<file path="src/rtl/smram_pkg.sv">
package smram_pkg;
    parameter int AW     = 32;
    parameter int BW     = 8;
    parameter int NWIN   = 2;
    parameter int SZ_LOG = 15;
    localparam logic [AW-1:0] SEG_A  = AW'(32'h000A_0000);
    localparam logic [AW-1:0] SEG_B  = AW'(32'h000B_0000);
    localparam logic [AW-1:0] SEG_E  = AW'(32'h000E_0000);
    localparam logic [AW-1:0] SZ_32K = AW'(1) << SZ_LOG;
    localparam logic [AW-1:0] SZ_64K = AW'(1) << (SZ_LOG + 1);

    typedef struct packed {
        logic          en;
        logic          vis;
        logic          big;
        logic [AW-1:0] start;
        logic [AW-1:0] target;
    } win_t;

    typedef struct packed {
        logic [BW-1:0] tgt;
        logic [BW-1:0] ctl;
        logic [BW-1:0] shd;
    } cfg_t;
endpackage

</file>
<file path="src/rtl/smram_win_calc.sv">
module smram_win_calc
    import smram_pkg::*;
(
    input  cfg_t                  cfg,
    output win_t [NWIN-1:0]       wins
);
    logic [AW-1:0] base;
    logic [2:0]    mode;
    logic          vis;

    always_comb begin
        base = (AW'(cfg.tgt) << 20) | (AW'(cfg.ctl[2:0]) << 28);
        mode = cfg.ctl[7:5];
        vis  = cfg.ctl[4];
        wins = '0;
        for (int i = 0; i < NWIN; i++) wins[i].vis = vis;
        if (mode == 3'd0) begin
            wins[0].en     = (cfg.shd == '0);
            wins[0].big    = 1'b1;
            wins[0].start  = SEG_A;
            wins[0].target = SEG_E;
            wins[1].en     = (cfg.shd[7:6] == 2'b00);
            wins[1].big    = 1'b0;
            wins[1].start  = SEG_E;
            wins[1].target = SEG_E;
        end else if (base != '0) begin
            wins[0].target = base;
            case (mode)
                3'd1: begin wins[0].en = 1'b1; wins[0].big = 1'b1; wins[0].start = SEG_B; end
                3'd2: begin wins[0].en = 1'b1; wins[0].big = 1'b1; wins[0].start = SEG_A; end
                3'd4: begin wins[0].en = 1'b1; wins[0].big = 1'b0; wins[0].start = SEG_A; end
                3'd6: begin wins[0].en = 1'b1; wins[0].big = 1'b0; wins[0].start = SEG_B; end
                default: wins[0].en = 1'b0;
            endcase
        end
    end
endmodule

</file>
<file path="src/rtl/smram_win_match.sv">
module smram_win_match
    import smram_pkg::*;
(
    input  win_t          win,
    input  logic [AW-1:0] addr,
    output logic          hit,
    output logic [AW-1:0] phys
);
    logic [AW:0]   lim;
    logic [AW-1:0] off;

    always_comb begin
        lim  = {1'b0, win.start} + {1'b0, (win.big ? SZ_64K : SZ_32K)};
        off  = addr - win.start;
        hit  = win.en && (addr >= win.start) && ({1'b0, addr} < lim);
        phys = win.target + off;
    end
endmodule

</file>
<file path="src/rtl/smram_remap.sv">
module smram_remap
    import smram_pkg::*;
(
    input  logic          clk,
    input  logic          rst_n,
    input  logic          cfg_wr,
    input  logic [1:0]    cfg_sel,
    input  logic [7:0]    cfg_wdata,
    input  logic [31:0]   look_addr,
    output logic          look_hit,
    output logic [31:0]   look_phys,
    output logic          look_vis
);
    cfg_t            cfg_d, cfg_q;
    win_t [NWIN-1:0] win_d, win_q, win_calc;
    logic [NWIN-1:0] hits;
    logic [AW-1:0]   phys [NWIN];
    logic            accept;

    always_comb begin
        cfg_d  = cfg_q;
        accept = cfg_wr && (cfg_sel != 2'd3);
        if (cfg_wr) begin
            case (cfg_sel)
                2'd0: cfg_d.tgt = cfg_wdata;
                2'd1: cfg_d.ctl = cfg_wdata;
                2'd2: cfg_d.shd = cfg_wdata;
                default: cfg_d = cfg_q;
            endcase
        end
    end

    smram_win_calc u_calc (.cfg(cfg_d), .wins(win_calc));

    always_comb begin
        win_d = accept ? win_calc : win_q;
    end

    always_ff @(posedge clk or negedge rst_n) begin
        if (!rst_n) begin
            cfg_q <= '0;
            win_q <= '0;
        end else begin
            cfg_q <= cfg_d;
            win_q <= win_d;
        end
    end

    for (genvar g = 0; g < NWIN; g++) begin : g_match
        smram_win_match u_match (
            .win  (win_q[g]),
            .addr (look_addr),
            .hit  (hits[g]),
            .phys (phys[g])
        );
    end

    always_comb begin
        look_hit  = 1'b0;
        look_phys = '0;
        look_vis  = 1'b0;
        for (int i = NWIN - 1; i >= 0; i--) begin
            if (hits[i]) begin
                look_hit  = 1'b1;
                look_phys = phys[i];
                look_vis  = win_q[i].vis;
            end
        end
    end

    logic [AW-1:0] base_q;
    assign base_q = (AW'(cfg_q.tgt) << 20) | (AW'(cfg_q.ctl[2:0]) << 28);

    assert_zero_base_R5: assert property (@(posedge clk) disable iff (!rst_n)
        (win_q[0].en || win_q[1].en) |-> (cfg_q.ctl[7:5] == 3'd0 || base_q != '0));

    assert_dead_modes_R10: assert property (@(posedge clk) disable iff (!rst_n)
        (cfg_q.ctl[7:5] == 3'd3 || cfg_q.ctl[7:5] == 3'd5 || cfg_q.ctl[7:5] == 3'd7)
        |-> !(win_q[0].en || win_q[1].en));

    assert_mode0_low_R6: assert property (@(posedge clk) disable iff (!rst_n)
        (cfg_q.ctl[7:5] == 3'd0 && cfg_q.shd != 8'h00) |-> !win_q[0].en);

    assert_miss_quiet_R11: assert property (@(posedge clk) disable iff (!rst_n)
        !look_hit |-> (look_phys == '0 && !look_vis));

    assert_ignored_sel_R2: assert property (@(posedge clk) disable iff (!rst_n)
        (cfg_wr && cfg_sel == 2'd3) |=> $stable(win_q));

    assert_vis_flag_R4: assert property (@(posedge clk) disable iff (!rst_n)
        look_hit |-> (look_vis == cfg_q.ctl[4]));
endmodule

</file>
<file path="config.mk">
export PLATFORM = sky130hd
export DESIGN_NAME = smram_remap
export DESIGN_NICKNAME = d
export VERILOG_FILES = /design/src/rtl/smram_pkg.sv /design/src/rtl/smram_win_calc.sv /design/src/rtl/smram_win_match.sv /design/src/rtl/smram_remap.sv
export SDC_FILE = /design/constraint.sdc
export NUM_CORES = 1
export LEC_CHECK = 0
export BUFFER_PORTS_ARGS = -buffer_cell sky130_fd_sc_hd__buf_2
export CAP_MARGIN = 10
export CORE_MARGIN = 2
export CORE_UTILIZATION = 54
export CTS_CLUSTER_SIZE = 10
export DETAILED_ROUTE_END_ITERATION = 7
export MAX_ROUTING_LAYER = met4
export PLACE_DENSITY = 0.76
export SLEW_MARGIN = 20
export SYNTH_ARGS = -nofsm -noshare
export SYNTH_HDL_FRONTEND = slang
export SYNTH_SLANG_ARGS = --single-unit
</file>
<file path="constraint.sdc">
create_clock -name clk -period 6 [get_ports clk]
set_input_delay 1.2 -clock clk [delete_from_list [all_inputs] [get_ports clk]]
set_output_delay 1.2 -clock clk [all_outputs]
set_load 0.005 [all_outputs]
</file>
==> impl_metrics.yaml <==
critical_path:
  crit_family: "compound AO/OA/AOI/OAI gates"
  cp-start-kind: "input pin"
  r2r_slack_ns: 3.91
  r2r-end: "win_q[66]"
  cp.required_ns: 4.80
  max_stage_delay_ns: 0.39
  reg2reg_from: "cfg_q[15]"
  path_buf_inv: 3
  end_kind: "primary output"
  cp_slowest_cell: "ha_1"
  path_cells: "buf_2 > inv_1 > ha_1 > ha_1 > a21o_1 > a211o_1 > a2111oi_4 > o21ai_1 > a41o_1 > a311oi_1 > o31ai_1 > a21oi_1 > xor2_1 > o22ai_1 > buf_2"
  critPathMaxFanout: 7
  worstSetupPathType: "in -> out"
  reg2reg_depth: 5
  cp.arrival_ns: 4.47
cts:
  root_buffer: "clkbuf_8"
  numCtsBuffers: 5
  ctsResizeCount: 0
  post-cts-setup-buffer-count: 0
  path_clk_slew_ns: 0.07
  cts_tree: "done"
  hold_buffers: 0
  cts_buffer_depth: 2
  clock_latency_ns: 0.29
  clock_sinks: 41
  ctsHtreeMaxLevel: 2
sta:
  finalHoldViolCount: 0
  relSlewSlack_pct: 31.6
  fin_hold_ws_ns: 0.486
  finalSetupTns_ns: 0
  period_share_pct: 94.5
  fmax_mhz: 176
  drv_slew: 0
  tightest_slew_ns: 1.02
  setup_viol_count_final: 0
  fin_crit_ns: 5.67
  fin_skew_ns: 0.00803
  rsz0062_at_grt: "no"
place:
  place_area_sq_um: 5970
  place_congestion: 0.993
  dpl.hpwl_um: 11000
  port_buffers: 78
routing:
  wirelength_um: 13200
  wl_per_cell_um: 15.1
  route.antenna.remaining_nets: 0
  viasPerCell: 5.57
  vias: 4870
  drt-pass1-iter-count: 4
  drt_iter0_drc: 276
  drc: 0
synthesis:
  syn_area_sq_um: 5430
  syn_nets: 807
  syn_avg_cell_area_sq_um: 8.18
  synth_enable_flop_cells: 0
  yosysUniqueCellTypes: 71
  synth_top_cell_area_share_pct: 22.1
  synthTopCellsByArea: "ha_1, dfrtp_1, inv_1, xnor2_1, a21oi_1"
  yosysSeqAreaShare_pct: 18.9
  yosysTopAreaCell: "ha_1"
  post_synth_inst_count: 664
  synth-main-ff-cell: "dfrtp_1"
  ys_async_sr_fraction_pct: 100
  ys_ff_latch: 41
  ys.warnings.count: 0
floorplanning:
  row_count: 36
  die_y_um: 104
  fp.coreArea_sq_um: 9770
  die_width_um: 104
  start_util_pct: 55.6
  ios: 79
  die_area_sq_um: 10900
finish:
  ff_latch_area_sq_um: 1030
  nFillCells: 880
  syn2layout_area_growth_pct: 11.8
  final_cell_area_sq_um: 6070
  drive_above_1_share_pct: 17.1
  nets: 884
  multi_input_area_sq_um: 3960
  diodes: 0
global_routing:
  first_global_vias: 4646
  grt_pass1_wl_um: 21700
  track_usage_pct: 24.5
  antenna_found_initial: 0
  grt_max_degree: 42
  grt_overflow: 0
power_and_ir_drop:
  ir_drop_v: 0.000231
  p_leak_nw: 3.13
  powerDensity_nw_per_um2: 253
worst_hold_path:
  hold_path_class: "reg -> reg"
  whs_path_depth: 2
  hold_end: "win_q[29]"
  hp-start: "win_q[29]"
job:
  maxCapViolCount: 0
run_status:
  status: "completed"
-- worst register-to-register path, stage by stage, from the launching register on --
cell and delay, ns:
dfrtp_1 0.36, mux2_2 0.31, or2_2 0.35, nor2_1 0.55, a21boi_0 0.30, o31ai_1 0.09
-- layout by cell type, fill, tap and decap left out, types with 7 or more instances in the layout --
| cell | synthesis | layout |
|---|---|---|
| inv_1 | 103 | 103 |
| o21a_1 | 7 | 7 |
| nor2b_1 | 8 | 8 |
| dfrtp_1 | 41 | 41 |
| nand2_1 | 33 | 33 |
| mux2_2 | 13 | 13 |
| buf_2 | 1 | 78 |
| a21oi_1 | 41 | 41 |
| mux2i_1 | 11 | 11 |
| nor3_1 | 15 | 15 |
| a21o_1 | 8 | 8 |
| nand4_1 | 9 | 9 |
| nor2_1 | 54 | 54 |
| o31ai_1 | 14 | 14 |
| nand2b_1 | 10 | 10 |
| o21ai_0 | 19 | 19 |
| ha_1 | 96 | 96 |
| xnor2_1 | 26 | 26 |
| o22ai_1 | 14 | 14 |
| o21ai_1 | 10 | 10 |
| nand3b_1 | 7 | 7 |
| xor2_1 | 20 | 20 |
-- through the flow --
| stage | utilization [%] | setup WS, ns | cells | power (W) |
|---|---|---|---|---|
| 2_1_floorplan | - | 0.838 | 664 | 0.00111 |
| 3_3_place_gp | 61.1 | 0.466 | 867 | 0.00128 |
| 3_5_place_dp | 61.1 | 0.375 | 867 | 0.00131 |
| 4_1_cts | 62.1 | 0.369 | 874 | 0.00152 |
| 5_1_grt | 62.1 | 0.0393 | 874 | 0.00166 |
| 6_report | 62.1 | 0.330 | 874 | 0.00154 |
-- cells by family (layout without fill, tap and decap cells) --
logic type,Yosys count,count (layout),share of synthesized area (%)
adders and majority gates,101,101,23.4
AOI/OAI and AO/OA,162,162,21.0
muxes,24,24,4.72
xor gates and xnor gates,46,46,7.41
DFF,41,41,18.9
and+or+nand+nor,173,173,16.3
buffers and inverters,117,194,8.24
-- flip-flops by register name, summed over array words and instances, names as in the netlist --
name	flops
cfg_q	23
win_q	18
-- report_power, final --
group	internal (W)	switching, W	leakage (nW)
Combinational	0.000412	0.000551	2.57
Clock	0.000121	0.0000888	0.0540
Sequential	0.000332	0.0000303	0.499
Total	0.000865	0.000670	3.13
-- layout make-up --
| cell class | count | share of cell area [%] |
|---|---|---|
| clock buffer | 5 | 1.13 |
| clock inverter | 2 | 0.577 |
| inverter | 104 | 6.43 |
| multi-input combinational | 506 | 65.2 |
| sequential | 41 | 16.9 |
| tap | 133 | 2.74 |
| timing repair buffer | 83 | 7.04 |
-- synth_stat cells (7+ instances only) --
cell	count
a21oi_1	41
a21o_1	8
o22ai_1	14
o21ai_0	19
nor3_1	15
nand2_1	33
o21ai_1	10
o21a_1	7
inv_1	103
xnor2_1	26
o31ai_1	14
nor2b_1	8
mux2_2	13
nor2_1	54
nand4_1	9
nand3b_1	7
nand2b_1	10
mux2i_1	11
ha_1	96
xor2_1	20
dfrtp_1	41
clkbuf_1	10
-- worst max path at each step --
stage                   from             to  slack [ns]  depth (start not counted)
2_1_floorplan  look_addr[17]  look_phys[29]        0.84                         14
3_3_place_gp   look_addr[17]  look_phys[29]        0.47                         15
3_5_place_dp   look_addr[17]  look_phys[30]        0.38                         15
4_1_cts        look_addr[17]  look_phys[30]        0.37                         15
5_1_grt        look_addr[17]  look_phys[30]        0.04                         15
6_report       look_addr[16]  look_phys[29]        0.33                         15
-- per-layer routing --
metal,track usage (%),wire length (um)
met1,31.7,6170
met2,42.1,6320
met3,1.88,526
met4,5.12,201
met5,-,0
Note: power is estimated with default switching activity, not from simulation.
